--- config.mk ---
export PLATFORM = sky130hd
export DESIGN_NAME = rot_imm_encoder
export DESIGN_NICKNAME = d
export VERILOG_FILES = /design/src/rtl/rie_pkg.sv /design/src/rtl/rie_fit_lane.sv /design/src/rtl/rie_scan_ctrl.sv /design/src/rtl/rot_imm_encoder.sv
export SDC_FILE = /design/constraint.sdc
export NUM_CORES = 1
export LEC_CHECK = 0
export CAP_MARGIN = 25
export CELL_PAD_IN_SITES_DETAIL_PLACEMENT = 1
export CELL_PAD_IN_SITES_GLOBAL_PLACEMENT = 2
export CORE_MARGIN = 3
export CORE_UTILIZATION = 39
export DETAILED_ROUTE_END_ITERATION = 10
export GPL_ROUTABILITY_DRIVEN = 0
export PLACE_DENSITY_LB_ADDON = 0.12
export REMOVE_ABC_BUFFERS = 1
export SETUP_SLACK_MARGIN = 0.3
export SYNTH_ARGS = -nofsm -noshare
export SYNTH_HDL_FRONTEND = slang
export SYNTH_SLANG_ARGS = --single-unit
--- constraint.sdc ---
create_clock -name clk -period 11.8 [get_ports clk]
set_clock_uncertainty 0.15 [all_clocks]
set_input_delay 1.18 -clock clk [delete_from_list [all_inputs] [get_ports clk]]
set_output_delay 1.18 -clock clk [all_outputs]
set_load 0.02 [all_outputs]
--- src/rtl/rie_pkg.sv ---
package rie_pkg;
  typedef enum logic [1:0] {
    ST_IDLE = 2'd0,
    ST_SCAN = 2'd1,
    ST_HOLD = 2'd2
  } scan_state_e;
endpackage

--- src/rtl/rie_fit_lane.sv ---
// Rotates a word left by STEP*cnt and reports whether the result fits the low field.
module rie_fit_lane #(
  parameter int DATA_W  = 32,
  parameter int FIELD_W = 8,
  parameter int CNT_W   = 4,
  parameter int STEP    = 2
) (
  input  logic [DATA_W-1:0]  word,
  input  logic [CNT_W-1:0]   cnt,
  output logic               fit,
  output logic [FIELD_W-1:0] field
);
  logic [DATA_W-1:0] rot;
  int unsigned       sh_amt;

  always_comb begin
    sh_amt = 32'(cnt) * 32'(STEP);
    rot    = (word << sh_amt) | (word >> (32'(DATA_W) - sh_amt));
    fit    = ~|rot[DATA_W-1:FIELD_W];
    field  = rot[FIELD_W-1:0];
  end
endmodule

--- src/rtl/rie_scan_ctrl.sv ---
// Sequences the rotate counts and latches the first direct or complement hit.
module rie_scan_ctrl
  import rie_pkg::*;
#(
  parameter int DATA_W  = 32,
  parameter int FIELD_W = 8,
  parameter int CNT_W   = 4,
  parameter int STEPS   = 16
) (
  input  logic                       clk,
  input  logic                       rst,
  input  logic                       in_valid,
  output logic                       in_ready,
  input  logic [DATA_W-1:0]          in_data,
  output logic [DATA_W-1:0]          op,
  output logic [CNT_W-1:0]           cnt,
  input  logic                       dir_fit,
  input  logic [FIELD_W-1:0]         dir_field,
  input  logic                       inv_fit,
  input  logic [FIELD_W-1:0]         inv_field,
  output logic                       done,
  output logic                       found,
  output logic                       found_inv,
  output logic [CNT_W+FIELD_W-1:0]   imm
);
  localparam int IMM_W = CNT_W + FIELD_W;
  localparam logic [CNT_W-1:0] LAST_CNT = CNT_W'(STEPS - 1);

  scan_state_e      state;
  logic             inv_hit;
  logic [IMM_W-1:0] inv_imm;
  logic             accept;

  assign in_ready = (state != ST_SCAN);
  assign accept   = in_valid && in_ready;

  always_ff @(posedge clk) begin
    if (rst) begin
      state     <= ST_IDLE;
      op        <= '0;
      cnt       <= '0;
      inv_hit   <= 1'b0;
      inv_imm   <= '0;
      done      <= 1'b0;
      found     <= 1'b0;
      found_inv <= 1'b0;
      imm       <= '0;
    end else begin
      case (state)
        ST_IDLE, ST_HOLD: begin
          if (accept) begin
            op        <= in_data;
            cnt       <= '0;
            inv_hit   <= 1'b0;
            inv_imm   <= '0;
            done      <= 1'b0;
            found     <= 1'b0;
            found_inv <= 1'b0;
            imm       <= '0;
            state     <= ST_SCAN;
          end
        end
        ST_SCAN: begin
          if (dir_fit) begin
            found <= 1'b1;
            imm   <= {cnt, dir_field};
            done  <= 1'b1;
            state <= ST_HOLD;
          end else begin
            if (inv_fit && !inv_hit) begin
              inv_hit <= 1'b1;
              inv_imm <= {cnt, inv_field};
            end
            if (cnt == LAST_CNT) begin
              done      <= 1'b1;
              found_inv <= inv_hit | inv_fit;
              if (inv_hit)      imm <= inv_imm;
              else if (inv_fit) imm <= {cnt, inv_field};
              else              imm <= '0;
              state <= ST_HOLD;
            end else begin
              cnt <= cnt + 1'b1;
            end
          end
        end
        default: state <= ST_IDLE;
      endcase
    end
  end
endmodule

--- src/rtl/rot_imm_encoder.sv ---
module rot_imm_encoder #(
  parameter int DATA_W   = 32,
  parameter int FIELD_W  = 8,
  parameter int ROT_STEP = 2,
  localparam int STEPS   = DATA_W / ROT_STEP,
  localparam int CNT_W   = $clog2(STEPS),
  localparam int IMM_W   = CNT_W + FIELD_W
) (
  input  logic              clk,
  input  logic              rst,
  input  logic              in_valid,
  output logic              in_ready,
  input  logic [DATA_W-1:0] in_data,
  output logic              done,
  output logic              found,
  output logic              found_inv,
  output logic [IMM_W-1:0]  imm
);
  logic [DATA_W-1:0]  op;
  logic [CNT_W-1:0]   cnt;
  logic [DATA_W-1:0]  lane_word [2];
  logic               lane_fit  [2];
  logic [FIELD_W-1:0] lane_field[2];

  assign lane_word[0] = op;
  assign lane_word[1] = ~op;

  // lane 0 tests the constant, lane 1 its complement
  for (genvar g = 0; g < 2; g++) begin : g_lane
    rie_fit_lane #(
      .DATA_W(DATA_W), .FIELD_W(FIELD_W), .CNT_W(CNT_W), .STEP(ROT_STEP)
    ) u_lane (
      .word (lane_word[g]),
      .cnt  (cnt),
      .fit  (lane_fit[g]),
      .field(lane_field[g])
    );
  end

  rie_scan_ctrl #(
    .DATA_W(DATA_W), .FIELD_W(FIELD_W), .CNT_W(CNT_W), .STEPS(STEPS)
  ) u_ctrl (
    .clk      (clk),
    .rst      (rst),
    .in_valid (in_valid),
    .in_ready (in_ready),
    .in_data  (in_data),
    .op       (op),
    .cnt      (cnt),
    .dir_fit  (lane_fit[0]),
    .dir_field(lane_field[0]),
    .inv_fit  (lane_fit[1]),
    .inv_field(lane_field[1]),
    .done     (done),
    .found    (found),
    .found_inv(found_inv),
    .imm      (imm)
  );
endmodule

==> flow_summary_export.csv <==
group,metric,value,unit
clocking,cts-resized-gates,0,
synthesis,syn_area,0.00651,sq mm
clocking,clkTransAtPathRegs,60,ps
placed_design,dp_hpwl,16500,microns
route,wl,24000,microns
synthesis,synth_top_area_cell,"dfxtp_1",
clocking,cts_made_buffers,9,
final_layout,drive_gt1_frac,0.124,
sta,rsz0062_at_grt,"false",
sta,setup_viol,0,
route,vias,6587,
final_layout,final_util,0.447,
worst_setup_path,critical_path_class,"reg2reg",
sta,slew_viol_final,0,
synthesis,synth-seq-cells,66,
final_layout,diodes,0,
synthesis,yosysMostFrequentCell,"nand2_1",
sta,finalHoldViolations,0,
route,drcViolationCount,0,
job,cap_viol_max_count,0,
die,start_util,0.404,
global_route,antenna_found_initial,0,
final_layout,syn_to_final_growth,10.7,%
clocking,clock-sinks,66,
route,first_iter_violations,605,
synthesis,ys_types,84,
synthesis,synth_warnings,0,
outcome,outcome,"complete, no violations",
clocking,cts_buffer_depth,2,
die,ioPinCount,51,
die,die_h,135,microns
final_layout,multi_input_area,0.00466,sq mm
min_path,min_from,"u_ctrl.done",
route,detail-route-antenna-nets,0,
clocking,hold_buffers,0,
worst_setup_path,r2r_start,"u_ctrl.cnt[0]",
pwr,p_leak,2.39,nW
die,placementRows,46,
sta,relSlewSlack,0.333,
synthesis,seq_area_frac_synth,0.203,
synthesis,synth_cells,807,
sta,setup_tns,0,ps
synthesis,synth-edff-count,0,
global_route,overflow,0,
pwr,peakVddDrop,0.0653,mV
global_route,grt.total_usage,0.264,
global_route,grt_max_degree,71,
min_path,hold_class,"reg2reg",
pwr,p_per_area,111,mW/mm^2
sta,whs,304,ps
worst_setup_path,slowest_delay,980,ps
die,fp.dieArea,0.0183,sq mm
worst_setup_path,cp.required,11840,ps
synthesis,synth_ff_type,"dfxtp_1",
sta,worst_pin_slew,1000,ps
route,routedWlPerCell,24.0,microns
final_layout,seq_area,0.00133,sq mm
clocking,cts_tree,"done",
clocking,cts-root-buf,"clkbuf_16",
synthesis,synthTopCellsByCount,"118 x nand2_1, 72 x a21oi_1, 66 x dfxtp_1",
sta,post-route-period-util,0.421,
synthesis,synthArstFlopShare,0,
synthesis,syn_avg_cell_area,8.06,sq um
placed_design,pre_cts_ws,6900,ps
worst_setup_path,crit_path_end_kind,"register",
die,coreArea,0.0161,sq mm
final_layout,fillers,1912,
die,dieWidth,135,microns
sta,setup_ws,6830,ps
clocking,clock_latency,350,ps
worst_setup_path,critPathSlowestCell,"a2111oi_4",
synthesis,yosysTopAreaCellShare,0.203,
worst_setup_path,cp_max_fo,67,
worst_setup_path,startpoint_type,"register",
worst_setup_path,path_cells,"buf_4 -> mux4_1 -> nor4_1 -> o221ai_1 -> nand4b_1 -> a2111oi_4 -> or2_2 -> a311oi_2",
route,vias_per_cell,6.58,
worst_setup_path,crit_arrival,5010,ps
clocking,postCtsSetupBuffers,0,
route,drt_pass1_iterations,5,
sta,max_freq,201,MHz
sta,period_needed,4970,ps
clocking,htreeDepth,3,
synthesis,yosys-top-cells-area,"dfxtp_1 20%, mux4_2 12%, nand2_1 6.8%",
placed_design,portBuffers,50,
final_layout,fin_nets,817,
global_route,grt_pass1_wl,37900,microns
worst_setup_path,startpoint,"u_ctrl.cnt[0]",
global_route,grt_pass1_vias,6552,
## metrics by stage
stage / cell area [sq um] / instances / power [mW]
2_1_floorplan: 6020 / 707 / 0.421
3_3_place_gp: 6890 / 985 / 0.503
3_5_place_dp: 6890 / 985 / 0.509
6_report: 7200 / 1001 / 0.800
5_1_grt: 7200 / 1001 / 0.839
4_1_cts: 7200 / 1001 / 0.803
## layout by cell type (no fill, tap or decap), types with 9 or more instances in the layout
master,instances
o21ai_0,27
nand4_1,9
mux4_1,9
mux2i_1,33
clkbuf_16,10
mux4_2,35
a31oi_1,9
and3_1,12
o211ai_1,12
nand2_1,118
clkdlybuf4s50_1,49
nand3_1,39
nor3_1,26
inv_1,9
nand2b_1,16
buf_4,12
dfxtp_1,64
nor2_1,48
a21oi_1,72
## final timing paths
kind | slack [ps] | endpoint | cells after the start
max | 6830 | u_ctrl.imm[2] | 8
min | 300 | u_ctrl.done | 2
max reg2reg | 6830 | u_ctrl.imm[2] | 8
min reg2reg | 300 | u_ctrl.done | 2
## worst max-delay path, delay by kind of cell, from the launching register on
family / cells / cell delay, ps
buffers and inverters: 1 / 790
muxes: 1 / 790
and+or+nand+nor: 3 / 1200
DFF: 1 / 560
AOI/OAI and AO/OA: 3 / 1270
## registers in the layout, summed over array words and instances (netlist names)
name	flops
u_ctrl.cnt	4
u_ctrl.done	1
u_ctrl.found	1
u_ctrl.found_inv	1
u_ctrl.imm	12
u_ctrl.inv_hit	1
u_ctrl.inv_imm	12
u_ctrl.op	32
u_ctrl.state	2
## kinds of logic after synthesis
| logic type | synth area share |
|---|---|
| buffers and inverters | 0.0810 |
| adders and majority gates | 0.00385 |
| and+or+nand+nor | 0.243 |
| muxes | 0.236 |
| xor gates and xnor gates | 0.00269 |
| DFF | 0.203 |
| AOI/OAI and AO/OA | 0.231 |
## power by group
group,switching (mW),internal [mW],total [mW],leakage (nW)
combinational,0.142,0.103,0.245,1.70
sequential,0.0321,0.233,0.265,0.540
clock,0.112,0.178,0.290,0.152
## layout make-up
cell class / count / area share
Multi-Input combinational cell: 630 / 0.648
Sequential cell: 66 / 0.184
Timing Repair Buffer: 62 / 0.0813
Tap cell: 216 / 0.0375
Clock buffer: 12 / 0.0358
Clock inverter: 4 / 0.00782
Inverter: 11 / 0.00573
## layer usage
| metal | part of all wire | global-route usage | up-vias |
|---|---|---|---|
| li1 | - | - | 2995 |
| met2 | 0.46 | 0.411 | 247 |
| met1 | 0.45 | 0.373 | 3285 |
| met5 | 0 | 0 | - |
| met4 | 0.034 | 0.104 | 0 |
| met3 | 0.052 | 0.0349 | 60 |
(Power assumes the default switching activity.)
